==> config.mk <==
export PLATFORM = sky130hd
export DESIGN_NAME = sync3_serial_tx
export DESIGN_NICKNAME = d
export VERILOG_FILES = /design/src/rtl/sync3_tx_pkg.sv /design/src/rtl/sync3_tx_shifter.sv /design/src/rtl/sync3_tx_ctrl.sv /design/src/rtl/sync3_serial_tx.sv
export SDC_FILE = /design/constraint.sdc
export NUM_CORES = 1
export LEC_CHECK = 0
export BUFFER_PORTS_ARGS = -buffer_cell sky130_fd_sc_hd__buf_2
export CAP_MARGIN = 0
export CELL_PAD_IN_SITES_DETAIL_PLACEMENT = 0
export CELL_PAD_IN_SITES_GLOBAL_PLACEMENT = 1
export CORE_MARGIN = 2
export CORE_UTILIZATION = 41
export DETAILED_ROUTE_END_ITERATION = 6
export PLACE_DENSITY_LB_ADDON = 0.1
export SLEW_MARGIN = 20
export SYNTH_ARGS = -nofsm -noshare
export SYNTH_HDL_FRONTEND = slang
export SYNTH_SLANG_ARGS = --single-unit
==> constraint.sdc <==
create_clock -name clk -period 1.65 [get_ports clk]
set_clock_uncertainty 0.05 [all_clocks]
set_input_delay 0.165 -clock clk [delete_from_list [all_inputs] [get_ports clk]]
set_output_delay 0.165 -clock clk [all_outputs]
set_load 0.05 [all_outputs]
==> src/rtl/sync3_tx_pkg.sv <==
package sync3_tx_pkg;
  typedef enum logic [1:0] {ST_IDLE, ST_REQ, ST_WAIT, ST_SEND} tx_state_e;
  typedef enum logic [1:0] {PH_SETUP, PH_HIGH, PH_LOW} tx_phase_e;
endpackage

==> src/rtl/sync3_tx_shifter.sv <==
module sync3_tx_shifter #(
  parameter int BYTE_W = 8
) (
  input  logic              clk,
  input  logic              rst_n,
  input  logic              load_i,
  input  logic              shift_i,
  input  logic [BYTE_W-1:0] byte_i,
  output logic              bit_o,
  output logic              last_o
);
  localparam int CNT_W = (BYTE_W > 1) ? $clog2(BYTE_W) : 1;
  localparam logic [CNT_W-1:0] CNT_TOP = CNT_W'(BYTE_W - 1);

  logic [BYTE_W-1:0] sr_q, sr_d;
  logic [CNT_W-1:0]  cnt_q, cnt_d;

  always_comb begin
    sr_d  = sr_q;
    cnt_d = cnt_q;
    if (load_i) begin
      sr_d  = byte_i;
      cnt_d = CNT_TOP;
    end else if (shift_i) begin
      sr_d  = sr_q >> 1;
      cnt_d = cnt_q - 1'b1;
    end
  end

  always_ff @(posedge clk or negedge rst_n) begin
    if (!rst_n) begin
      sr_q  <= '0;
      cnt_q <= '0;
    end else if (load_i || shift_i) begin
      sr_q  <= sr_d;
      cnt_q <= cnt_d;
    end
  end

  assign bit_o  = sr_q[0];
  assign last_o = (cnt_q == '0);

  // the controller never loads and shifts at once, and never shifts past the last bit
  p_load_shift_excl_r5: assert property (@(posedge clk) disable iff (!rst_n)
    !(load_i && shift_i));
  p_no_overshift_r5: assert property (@(posedge clk) disable iff (!rst_n)
    shift_i |-> (cnt_q != '0));
endmodule

==> src/rtl/sync3_tx_ctrl.sv <==
module sync3_tx_ctrl
  import sync3_tx_pkg::*;
(
  input  logic clk,
  input  logic rst_n,
  input  logic start_i,
  input  logic tick_i,
  input  logic ready_i,
  input  logic zero_i,
  input  logic last_i,
  output logic load_o,
  output logic shift_o,
  output logic req_o,
  output logic busy_o,
  output logic send_o,
  output logic clk_o
);
  tx_state_e st_q, st_d;
  tx_phase_e ph_q, ph_d;
  logic      clk_q, clk_d;
  logic      req_q, fetch;

  always_comb begin
    st_d    = st_q;
    ph_d    = ph_q;
    clk_d   = clk_q;
    fetch   = 1'b0;
    load_o  = 1'b0;
    shift_o = 1'b0;
    unique case (st_q)
      ST_IDLE: begin
        if (start_i) begin
          st_d = ST_REQ;
          ph_d = PH_LOW;
        end
      end
      ST_REQ: begin
        if (tick_i) begin
          fetch = 1'b1;
          st_d  = ST_WAIT;
        end
      end
      ST_WAIT: begin
        if (ready_i) begin
          if (zero_i) begin
            st_d = ST_IDLE;
          end else begin
            load_o = 1'b1;
            st_d   = ST_SEND;
            ph_d   = PH_SETUP;
          end
        end
      end
      ST_SEND: begin
        if (tick_i) begin
          unique case (ph_q)
            PH_SETUP: begin
              clk_d = 1'b1;
              ph_d  = PH_HIGH;
            end
            PH_HIGH: begin
              clk_d = 1'b0;
              ph_d  = PH_LOW;
            end
            default: begin
              if (last_i) begin
                fetch = 1'b1;
                st_d  = ST_WAIT;
              end else begin
                shift_o = 1'b1;
                ph_d    = PH_SETUP;
              end
            end
          endcase
        end
      end
      default: st_d = ST_IDLE;
    endcase
  end

  always_ff @(posedge clk or negedge rst_n) begin
    if (!rst_n) begin
      st_q  <= ST_IDLE;
      ph_q  <= PH_LOW;
      clk_q <= 1'b0;
      req_q <= 1'b0;
    end else begin
      st_q  <= st_d;
      ph_q  <= ph_d;
      clk_q <= clk_d;
      req_q <= fetch;
    end
  end

  assign req_o  = req_q;
  assign busy_o = (st_q != ST_IDLE);
  assign send_o = (st_q == ST_SEND);
  assign clk_o  = clk_q;

  p_req_pulse_r9: assert property (@(posedge clk) disable iff (!rst_n)
    req_q |=> !req_q);
  p_wait_holds_r9: assert property (@(posedge clk) disable iff (!rst_n)
    (st_q == ST_WAIT && !ready_i) |=> (st_q == ST_WAIT && !clk_q));
  p_idle_quiet_r1: assert property (@(posedge clk) disable iff (!rst_n)
    (st_q == ST_IDLE) |-> (!clk_q && !req_q));
  p_clk_only_send_r3: assert property (@(posedge clk) disable iff (!rst_n)
    clk_q |-> (st_q == ST_SEND));
  p_clk_held_r3: assert property (@(posedge clk) disable iff (!rst_n)
    (clk_q && !tick_i) |=> clk_q);
  p_start_ignored_r8: assert property (@(posedge clk) disable iff (!rst_n)
    (st_q == ST_SEND && start_i) |=> (st_q != ST_REQ));
endmodule

==> src/rtl/sync3_serial_tx.sv <==
module sync3_serial_tx #(
  parameter int BYTE_W = 8
) (
  input  logic              clk,
  input  logic              rst_n,
  input  logic              start_i,
  input  logic              tick_i,
  input  logic [BYTE_W-1:0] byte_i,
  input  logic              byte_ready_i,
  input  logic              invert_i,
  output logic              data_o,
  output logic              clock_o,
  output logic              busy_o,
  output logic              byte_req_o
);
  logic load, shift, last, bit_val, send, clk_raw, data_raw, zero;

  assign zero = (byte_i == '0);

  sync3_tx_ctrl u_ctrl (
    .clk     (clk),
    .rst_n   (rst_n),
    .start_i (start_i),
    .tick_i  (tick_i),
    .ready_i (byte_ready_i),
    .zero_i  (zero),
    .last_i  (last),
    .load_o  (load),
    .shift_o (shift),
    .req_o   (byte_req_o),
    .busy_o  (busy_o),
    .send_o  (send),
    .clk_o   (clk_raw)
  );

  sync3_tx_shifter #(.BYTE_W(BYTE_W)) u_shift (
    .clk     (clk),
    .rst_n   (rst_n),
    .load_i  (load),
    .shift_i (shift),
    .byte_i  (byte_i),
    .bit_o   (bit_val),
    .last_o  (last)
  );

  assign data_raw = send & bit_val;
  assign data_o   = data_raw ^ invert_i;
  assign clock_o  = clk_raw ^ invert_i;

  p_idle_levels_r7: assert property (@(posedge clk) disable iff (!rst_n)
    !busy_o |-> (data_o == invert_i && clock_o == invert_i));
  p_data_stable_r4: assert property (@(posedge clk) disable iff (!rst_n)
    (clk_raw && $past(clk_raw)) |-> $stable(data_raw));
endmodule

Yosys cells after proc, flatten, opt, wreduce, memory -nomap -nowiden
Cells that the tools add are included.
{ "word_totals": {"regBits": 17, "inputBits": 14, "out_inout_bits": 4} }
{ "op_classes": {"addsub": 1, "n_eq_ne": 12, "n_mux": 32, "bitwise_logic": 3, "reduce_logical": 14} }
{ "op_table": {"columns": ["op", "count"], "rows": [
  ["$mux W2", 12],
  ["$mux W8", 2],
  ["$ne A2 B2 Y1 const B", 7],
  ["$reduce_and A6 Y1", 2],
  ["$mux W1", 11],
  ["$logic_not A8 Y1", 1],
  ["$pmux W2 S4", 1],
  ["$mux W3", 2],
  ["$pmux W2 S3", 1],
  ["$reduce_bool A2 Y1", 3],
  ["$eq A2 B1 Y1 const B", 2],
  ["$eq A2 B2 Y1 const B", 2],
  ["$logic_not A2 Y1", 2],
  ["$ne A4 B2 Y1 const B", 1],
  ["$pmux W1 S2", 2],
  ["$pmux W2 S2", 1],
  ["$logic_not A3 Y1", 1],
  ["$reduce_and A3 Y1", 1],
  ["$reduce_bool A3 Y1", 1],
  ["$sub A3 B1 Y3 const B", 1],
  ["$reduce_and A2 Y1", 1],
  ["$reduce_or A2 Y1", 1],
  ["$xor A1 B1 Y1", 2],
  ["$and A1 B1 Y1", 1],
  ["$logic_or A1 B1 Y1", 1]
]} }

Depth between registers and ports, before layout
{ "depth": {"depth_word": 7, "mapped_depth": 7} }

Modules after synthesis
A second synthesis with hierarchy kept.
{ "hier_totals": {"hier_cells": 93, "area_unflattened_um2": 912.1} }
{ "by_module_without_submodules": {"columns": ["module", "instances", "cells_per_inst", "area_each_um2"], "rows": [
  ["sync3_tx_shifter", 1, 51, 531.8],
  ["sync3_tx_ctrl", 1, 36, 340.3],
  ["sync3_serial_tx", 1, 6, 40.0]
]} }

Worst setup path before layout
No wires, ideal clock.
{ "synth_path": {"path_type": "register -> output", "from": "register u_ctrl.st_q[0]", "to": "output data_o", "t_arrival_ps": 1538, "required_ps": 1435, "path_slack_ps": -103, "stages_incl_launch_ff": 4, "n_path_buf": 1, "path_cell_list": "dfrtp_1 -> clkbuf_1 -> nand3_1 -> xnor2_1"} }
{ "synth_between": {"elab_chain_len": 3} }
{ "synth_rtl": {"columns": ["element", "line", "text"], "rows": [
  ["start, declared", "sync3_tx_ctrl.sv:18", "tx_state_e st_q, st_d;"],
  ["start signal, assigned", "sync3_tx_ctrl.sv:88", "st_q <= st_d;"],
  ["$eq A2 B2 Y1", "sync3_tx_ctrl.sv:97", "assign send_o = (st_q == ST_SEND);"],
  ["$and A1 B1 Y1", "sync3_serial_tx.sv:46", "assign data_raw = send & bit_val;"],
  ["$xor A1 B1 Y1", "sync3_serial_tx.sv:47", "assign data_o = data_raw ^ invert_i;"],
  ["end, declared", "sync3_serial_tx.sv:11", "output logic data_o,"]
]} }
Every way passes these cells.

Final worst setup path
Same ends and word-level chain as after synthesis.

==> impl_metrics.toml <==
[outcome]
status = "complete, no violations"

[final_layout]
regArea_um2 = 428
synthToLayoutAreaGrowth_pct = 20.0
finalNetCount = 130
fill_cells = 215
drive_gt1_share_pct = 30.1
fin_area_um2 = 1110
multiInputGateArea_um2 = 464
instances_no_fill = 141
antennaDiodeCount = 0

[place]
post-place-cells = 134
placed_area_um2 = 1050
dp_hpwl_mm = 1.32
port_buffers = 17
gp_congestion = 0.695

[global_route]
grt_pass1_wl_mm = 3.03
grt_max_degree = 18
antenna_found_initial = 0
grt-ovfl-total = 0
first_global_vias = 699
grt_usage_pct = 15.8

[cts]
clk_pin_slew_ps = 100
cts_buffers = 3
clock_latency_ps = 290
cts.sinks = 17
clock_path_buffers = 2
cts_tree = "built"
cts_root_buf = "clkbuf_4"
cts_max_level = 1

[job]
drv_cap = 0

[worst_setup_path]
arrival_ps = 1330
worst_r2r_path_depth = 5
crit_type = "flop to primary output"
required_ps = 1430
end_kind = "primary output"
worstPathMaxFanout = 6
cp-start-kind = "flop"

[yosys]
synth_area_leaders = "dfrtp_1 43%, mux2i_1 7.6%, nand2_1 5.3%"
yosysWarnings = 0
yosysTopAreaCell = "dfrtp_1"
synth_top_area_share_pct = 43.2
synth_cell_types = 34
synth_seq_cells = 17
synth_nets = 106
synth_area_per_cell_um2 = 10.3
syn-cell-area_um2 = 927
ys_seq_area_share_pct = 46.0
synthCells = 90

[hold_path]
whs_path_depth = 3
hp-class = "primary input to flop"

[die]
dieWidth_um = 51.6
floorplan.initialDensity_pct = 42.7
die_h_um = 51.6
core_um2 = 2170
ioPinCount = 18
placementRows = 17
die_area_um2 = 2660

[drt]
vias = 722
wl_per_cell_um = 12.2
ant_nets = 0
drcViolationCount = 0
routed_wl_mm = 1.72
firstDrtPassIters = 4
first_iter_violations = 7
via_per_inst = 5.12

[timing]
holdWs_ps = 76.6
finalCritPeriodShare_pct = 93.7
relSlewSlack_pct = 74.3
rsz0062_at_grt = "false"
tightest_slew_ps = 385
fmax_mhz = 647
tns_ps = 0
finalCriticalPeriod_ps = 1550
setup_violations = 0
finalHoldViolations = 0
maxSlewViolCount = 0

[power_and_ir_drop]
power_leakage_uw = 0.000555
ir_worst_vdd_mv = 0.760
p_per_area_nw_per_um2 = 1590
-- cell usage after synthesis, drive strengths merged --
library cell	instances
a22oi	1
a21oi	2
and3	2
nor4	2
nand2	13
buf	4
nor2	3
a211o	1
xor2	2
ha	2
nand3b	1
dfstp	1
dfrtp	16
mux2i	7
clkbuf	1
and3b	1
a21o	2
inv	3
o31ai	1
o22ai	1
o32a	1
o21ai	10
nand4	1
nand2b	4
nand3	3
nor2b	1
xnor2	2
nand4b	1
a22o	1
-- cell families (layout without fill, tap and decap cells) --
group / after synthesis / in the layout / synth area share [%]
AOI/OAI and AO/OA: 20 / 20 / 13.4
xor gates and xnor gates: 4 / 4 / 3.78
adders and majority gates: 2 / 2 / 2.70
buffers and inverters: 8 / 31 / 4.72
DFF: 17 / 17 / 46.0
muxes: 7 / 7 / 7.56
and+or+nand+nor: 32 / 32 / 21.9
-- what timing repair did --
action	in CTS	in global routing
hold buffers	1	0
resized for setup	1	2
setup buffers	0	2
endpoints found under the hold margin	16	0
endpoints found under the setup margin	1	1
-- power by group --
part           internal [µW]  total, µW  switching [µW]
clock network           90.1        221             131
logic                    384        822             438
registers                601        727             126
total                   1070       1770             695
-- cells in the final DEF, fill, tap and decap left out, types with 2 or more instances in the layout --
master	count
a21o_1	2
a21oi_1	2
buf_2	16
buf_4	6
clkbuf_4	3
dfrtp_1	15
ha_1	2
inv_1	3
mux2i_1	7
nand2_1	13
nand2b_1	4
nand3_1	2
nor2_1	3
nor4_4	2
o21ai_0	2
o21ai_1	8
xor2_1	2
-- per-stage QoR --
| stage | worst slack, ps | utilization [%] | power, µW |
|---|---|---|---|
| after floorplan | 181 | - | 1330 |
| after global placement | 173 | 48.5 | 1490 |
| after detailed placement | 137 | 48.5 | 1510 |
| after CTS | 33.5 | 50.3 | 1750 |
| after global routing | 22.8 | 51.3 | 1930 |
| final | 104 | 51.3 | 1770 |
-- registers in the layout (all words and copies together) (netlist names) --
signal	count
u_ctrl.clk_o	1
u_shift.cnt_q	3
u_ctrl.req_o	1
u_ctrl.ph_q	2
u_ctrl.st_q	2
u_shift.sr_q	8
-- critical path: stages (launching register included) --
cell	delay, ps
dfrtp_2	450
buf_4	160
nand3_1	130
xnor2_2	130
buf_6	170
-- routing by layer --
metal  global-route usage (%)  wire (µm)
met5                        0          0
met4                     7.89         30
met3                     3.45         58
met2                     25.4        871
met1                     20.0        762
-- cell type report --
type                            count  share of cell area, %
Clock buffer                        3                   2.02
Clock inverter                      1                  0.450
Inverter                            3                   1.01
Multi-Input combinational cell     65                   41.7
Sequential cell                    17                   38.5
Tap cell                           28                   3.15
Timing Repair Buffer               24                   13.2
-- final timing paths --
path | start | slack, ps | end
min in group asynchronous | rst_n | 260 | u_ctrl.st_q[1]
worst min-delay path | byte_i[5] | 80 | u_shift.sr_q[5]
max in group asynchronous | rst_n | 970 | u_ctrl.ph_q[1]
worst max register to register | u_shift.cnt_q[0] | 130 | u_shift.cnt_q[1]
worst min register to register | u_shift.cnt_q[1] | 450 | u_shift.cnt_q[1]
worst max-delay path | u_ctrl.st_q[0] | 100 | data_o
Note: power is estimated with default switching activity, not from simulation.
